==> config.mk <==
export PLATFORM = sky130hd
export DESIGN_NAME = rmap_crc_check
export DESIGN_NICKNAME = d
export VERILOG_FILES = /design/src/rtl/rmap_crc_pkg.sv /design/src/rtl/rmap_crc_acc.sv /design/src/rtl/rmap_hdr_track.sv /design/src/rtl/rmap_crc_check.sv
export SDC_FILE = /design/constraint.sdc
export NUM_CORES = 1
export LEC_CHECK = 0
export BUFFER_PORTS_ARGS = -buffer_cell sky130_fd_sc_hd__buf_2
export CAP_MARGIN = 15
export CORE_MARGIN = 10
export CORE_UTILIZATION = 50
export CTS_CLUSTER_SIZE = 24
export DETAILED_ROUTE_END_ITERATION = 12
export HOLD_SLACK_MARGIN = 0.08
export PLACE_DENSITY = 0.79
export SYNTH_ARGS = -nofsm -noshare
export SYNTH_HDL_FRONTEND = slang
export SYNTH_SLANG_ARGS = --single-unit
==> constraint.sdc <==
create_clock -name clk -period 2.9 [get_ports clk]
set_input_delay 0 -clock clk [delete_from_list [all_inputs] [get_ports clk]]
set_output_delay 0 -clock clk [all_outputs]
set_load 0.02 [all_outputs]
==> src/rtl/rmap_crc_pkg.sv <==
package rmap_crc_pkg;
  localparam int          CRC_W       = 8;
  localparam logic [7:0]  POLY_REFL   = 8'hE0;  // x^8+x^2+x+1, bit-reversed
  localparam int          LEN_W       = 5;
  localparam int          INSTR_IDX   = 2;
  localparam int          CMD_BASE    = 16;
  localparam int          RPL_WR_LEN  = 8;
  localparam int          RPL_RD_LEN  = 12;

  // one byte through the CRC register, least-significant bit first
  function automatic logic [CRC_W-1:0] crc8_step(input logic [CRC_W-1:0] c,
                                                 input logic [7:0] b);
    logic [CRC_W-1:0] r;
    r = c;
    for (int i = 0; i < 8; i++) begin
      if (r[0] ^ b[i]) r = (r >> 1) ^ POLY_REFL;
      else             r = r >> 1;
    end
    return r;
  endfunction

  // header length in bytes, header CRC byte included
  function automatic logic [LEN_W-1:0] hdr_len_of(input logic [7:0] instr);
    if (instr[6])      return LEN_W'(CMD_BASE + 4 * int'(instr[1:0]));
    else if (instr[5]) return LEN_W'(RPL_WR_LEN);
    else               return LEN_W'(RPL_RD_LEN);
  endfunction
endpackage

==> src/rtl/rmap_crc_acc.sv <==
module rmap_crc_acc
  import rmap_crc_pkg::*;
(
  input  logic             clk,
  input  logic             rst_n,
  input  logic             beat,
  input  logic             sop,
  input  logic             clr,
  input  logic [7:0]       data,
  output logic [CRC_W-1:0] crc_q,
  output logic [CRC_W-1:0] crc_nxt
);
  assign crc_nxt = crc8_step(sop ? '0 : crc_q, data);

  always_ff @(posedge clk) begin
    if (!rst_n || clr) crc_q <= '0;
    else if (beat)     crc_q <= crc_nxt;
  end
endmodule

==> src/rtl/rmap_hdr_track.sv <==
module rmap_hdr_track
  import rmap_crc_pkg::*;
#(
  parameter int CNT_W = 16
) (
  input  logic       clk,
  input  logic       rst_n,
  input  logic       beat,
  input  logic       sop,
  input  logic       clr,
  input  logic [7:0] data,
  output logic       hdr_hit,
  output logic       hdr_seen
);
  localparam logic [CNT_W-1:0] CNT_MAX = '1;

  logic [CNT_W-1:0] cnt_q, base_cnt, cnt_nxt;
  logic [LEN_W-1:0] len_q, len_use;
  logic             seen_q, seen_base;
  logic             at_instr;

  assign base_cnt  = sop ? '0 : cnt_q;
  assign seen_base = sop ? 1'b0 : seen_q;
  assign at_instr  = (base_cnt == CNT_W'(INSTR_IDX));
  assign len_use   = at_instr ? hdr_len_of(data) : len_q;
  assign cnt_nxt   = (base_cnt == CNT_MAX) ? CNT_MAX : base_cnt + 1'b1;
  assign hdr_hit   = beat && !seen_base && (base_cnt >= CNT_W'(INSTR_IDX)) &&
                     (cnt_nxt == CNT_W'(len_use));
  assign hdr_seen  = seen_q;

  always_ff @(posedge clk) begin
    if (!rst_n || clr) begin
      cnt_q  <= '0;
      len_q  <= '0;
      seen_q <= 1'b0;
    end else if (beat) begin
      cnt_q  <= cnt_nxt;
      if (at_instr) len_q <= len_use;
      seen_q <= seen_base | hdr_hit;
    end
  end
endmodule

==> src/rtl/rmap_crc_check.sv <==
module rmap_crc_check
  import rmap_crc_pkg::*;
#(
  parameter int CNT_W = 16
) (
  input  logic       clk,
  input  logic       rst_n,
  input  logic       in_valid,
  input  logic [7:0] in_data,
  input  logic       in_sop,
  input  logic       in_end,
  output logic       pkt_done,
  output logic       hdr_crc_err,
  output logic       data_crc_err
);
  logic             data_beat, sop_beat, end_beat;
  logic             hdr_hit, hdr_seen;
  logic             hdr_res_bad;
  logic [CRC_W-1:0] crc_q, crc_nxt;

  assign data_beat = in_valid && !in_end;
  assign sop_beat  = data_beat && in_sop;
  assign end_beat  = in_valid && in_end;

  rmap_crc_acc u_acc (
    .clk(clk), .rst_n(rst_n), .beat(data_beat), .sop(sop_beat), .clr(end_beat),
    .data(in_data), .crc_q(crc_q), .crc_nxt(crc_nxt)
  );

  rmap_hdr_track #(.CNT_W(CNT_W)) u_trk (
    .clk(clk), .rst_n(rst_n), .beat(data_beat), .sop(sop_beat), .clr(end_beat),
    .data(in_data), .hdr_hit(hdr_hit), .hdr_seen(hdr_seen)
  );

  // remainder captured at the header boundary
  always_ff @(posedge clk) begin
    if (!rst_n || end_beat) hdr_res_bad <= 1'b0;
    else if (hdr_hit)       hdr_res_bad <= (crc_nxt != '0);
    else if (sop_beat)      hdr_res_bad <= 1'b0;
  end

  always_ff @(posedge clk) begin
    if (!rst_n) begin
      pkt_done     <= 1'b0;
      hdr_crc_err  <= 1'b0;
      data_crc_err <= 1'b0;
    end else if (end_beat) begin
      pkt_done     <= 1'b1;
      hdr_crc_err  <= hdr_seen ? hdr_res_bad : 1'b1;
      data_crc_err <= hdr_seen && (crc_q != '0);
    end else begin
      pkt_done <= 1'b0;
      if (sop_beat) begin
        hdr_crc_err  <= 1'b0;
        data_crc_err <= 1'b0;
      end
    end
  end
endmodule

==> metrics <==
Routed Antenna Nets 0; number of port buffers 15; Post-CTS Setup Repair Bufs 0; Syn Nets 347; Top FF cell, synth dfxtp_1; vias in the first global route 2359; most frequent cells in the layout a21oi_1, dfxtp_1, xnor2_1, nand2_1, nor2_1; remaining global-route overflow 0; Tcrit/Tclk final 93.3%; Setup WS pre-CTS 0.194 ns; reg2reg setup slack 0.19 ns; Post-Synthesis Cells 331; core area 4790 um^2; synth unique cells 49; warnings from Yosys 0; CP Cell Sequence and2_1, ha_2, and3_1, nand3_2, o31a_1, xor2_1, a311o_1, and3_4, a311o_1, a21oi_2; Final min period 2.71 ns; design area 2800 um^2; Critical Path RT 3.12 ns; Static Leakage 0.00103 uW; clk sinks 34; EDFF count, synth 0; Max Cap Viol 0; Relative slew margins 45.9%; Layout area overhead 12.6%; Placed Instances 403; GRT Total Usage 16.2%; crit path max fanout 8; H-Tree Depth 2; DRT Pass-1 Iters 4; reg2reg start u_trk.cnt_q[1]; vias per cell 5.90; DR iter-0 viols 175; worst hold endpoint u_acc.crc_q[4]; final setup skew 0.0139 ns; Post-Syn Area per Cell 7.51 um^2; routed len/inst 16.2 um; clk slew on worst S/H paths 0.07 ns; r2r endpoint hdr_res_bad; nets 362; worst-skew pair later-pin latency 0.30 ns; slew at the pin with the worst max-slew slack 0.811 ns; Die Wd 90.5 um; first-pass GRT wire length 11100 um; CTS Buffer Depth 2; die area 8190 um^2; Worst Path Arrival 2.93 ns; HP Class in -> reg; final worst slack 0.193 ns; Fmax 369 MHz; antenna violations before repair 0; root buf cell clkbuf_8; CTS tree built; Routed WL 6680 um; Placer Congestion 0.994; Fin. Hold Viols 0; delay of the slowest cell on the worst path 0.39 ns; most common cell after layout, fill and taps aside a21oi_1; worst r2r path cells 10; antenna cells 0; Site Rows 25; final setup fails 0; setup_tns 0 ns; worst vdd ir 385 uV; Power Dens Cells 495 nW/um^2; Hold Path Origin in_sop; Num CTS Buffers 5; DRC 0; Placed Area 2650 um^2; initial cell density of the core 51.9%; FFs w/ async S/R, synth 0%; dpl hpwl 4670 um; RSZ-0062 raised after global routing false; largest net degree at the start of global routing 32; share of cells above drive strength 1 13.3%; final slew viol count 0; Final Non-Filler Cells 413; hold path cells 4; CP most frequent cell a311o_1; Die H 90.5 um; CP Class reg -> reg; # IOs 16; Setup crit end kind flop; via count 2435; Synth Cell Area 2490 um^2; slowest CP cell dfxtp_1; post-synthesis sequential area ratio 27.4%; CP Launch Type flop; flops & latches, synth 34; status finished, final reports clean
==> flip-flops by register name (all words and copies together), names as in the netlist <==
name / flops
data_crc_err: 1
hdr_crc_err: 1
hdr_res_bad: 1
pkt_done: 1
u_acc.crc_q: 8
u_trk.cnt_q: 16
u_trk.hdr_seen: 1
u_trk.len_q: 5
==> cells in the mapped netlist (all sizes together) (9+ instances only) <==
library cell / instances / area (um^2)
nor2b: 18 / 113
o21ai: 14 / 70.1
a21oi: 42 / 214
inv: 9 / 33.8
nor3: 9 / 45.0
nand3: 16 / 80.1
clkbuf: 16 / 60.1
xnor2: 31 / 272
nand2: 25 / 93.8
nor2: 21 / 78.8
dfxtp: 34 / 681
==> metal layers <==
layer / wire [um] / up-vias / GRT usage [%]
met5: 0 / - / 0
met4: 162 / 0 / 9.02
met3: 359 / 14 / 3.24
met2: 3310 / 82 / 26.6
met1: 2850 / 1133 / 19.2
li1: - / 1206 / -
==> timing repair <==
action	CTS	global route
endpoints found under the setup margin	0	1
hold buffers	3	0
endpoints found under the hold margin	10	0
resized for setup	0	2
==> power by group <==
part           internal (uW)  leakage, uW  switching, uW
Sequential               495     0.000278           39.8
Combinational            180     0.000699            213
Clock                    275    0.0000573            184
Total                    950      0.00103            437
==> cells by family (layout without fill, tap and decap cells) <==
logic type      after synthesis  in the layout  share of synthesized area [%]
fa+ha+maj                     3              3                           1.51
buf+inv                      33             48                           5.64
xor+xnor                     39             39                           13.7
simple gates                137            137                           30.2
flops                        34             34                           27.4
compound gates               79             79                           19.1
mux                           6              6                           2.42
==> through the flow <==
step	power [uW]	hold WS, ns	utilization [%]
3_3_place_gp	914	0.320	55.3
2_1_floorplan	838	0.147	-
3_5_place_dp	924	0.329	55.3
6_report	1390	0.148	58.5
5_1_grt	1460	0.179	58.5
4_1_cts	1380	0.130	58.3
==> worst max-delay path by stage <==
stage / from / end / slack, ns / cells after the start
after floorplan: in_end / hdr_res_bad / 0.05 / 14
after global placement: u_trk.cnt_q[1] / hdr_res_bad / 0.27 / 10
after detailed placement: u_trk.cnt_q[1] / hdr_res_bad / 0.19 / 10
after CTS: u_trk.cnt_q[1] / hdr_res_bad / 0.15 / 10
after global routing: u_trk.cnt_q[4] / hdr_res_bad / 0.03 / 8
final: u_trk.cnt_q[1] / hdr_res_bad / 0.19 / 10
==> area by class of cell <==
type | instances | area (um^2)
clock buffer | 6 | 82.6
tap | 67 | 83.8
sequential | 34 | 681
timing repair buffer | 32 | 210
fill | 449 | 1990
multi-input combinational | 264 | 1680
clock inverter | 1 | 30.0
inverter | 9 | 33.8
==> critical path, delay by kind of cell, from the launching register on <==
| family | cells | cell delay (ns) |
|---|---|---|
| AOI/OAI and AO/OA | 4 | 1.14 |
| xor gates and xnor gates | 1 | 0.14 |
| adders and majority gates | 1 | 0.24 |
| DFF | 1 | 0.39 |
| and+or+nand+nor | 4 | 0.71 |
(Power assumes the default switching activity.)
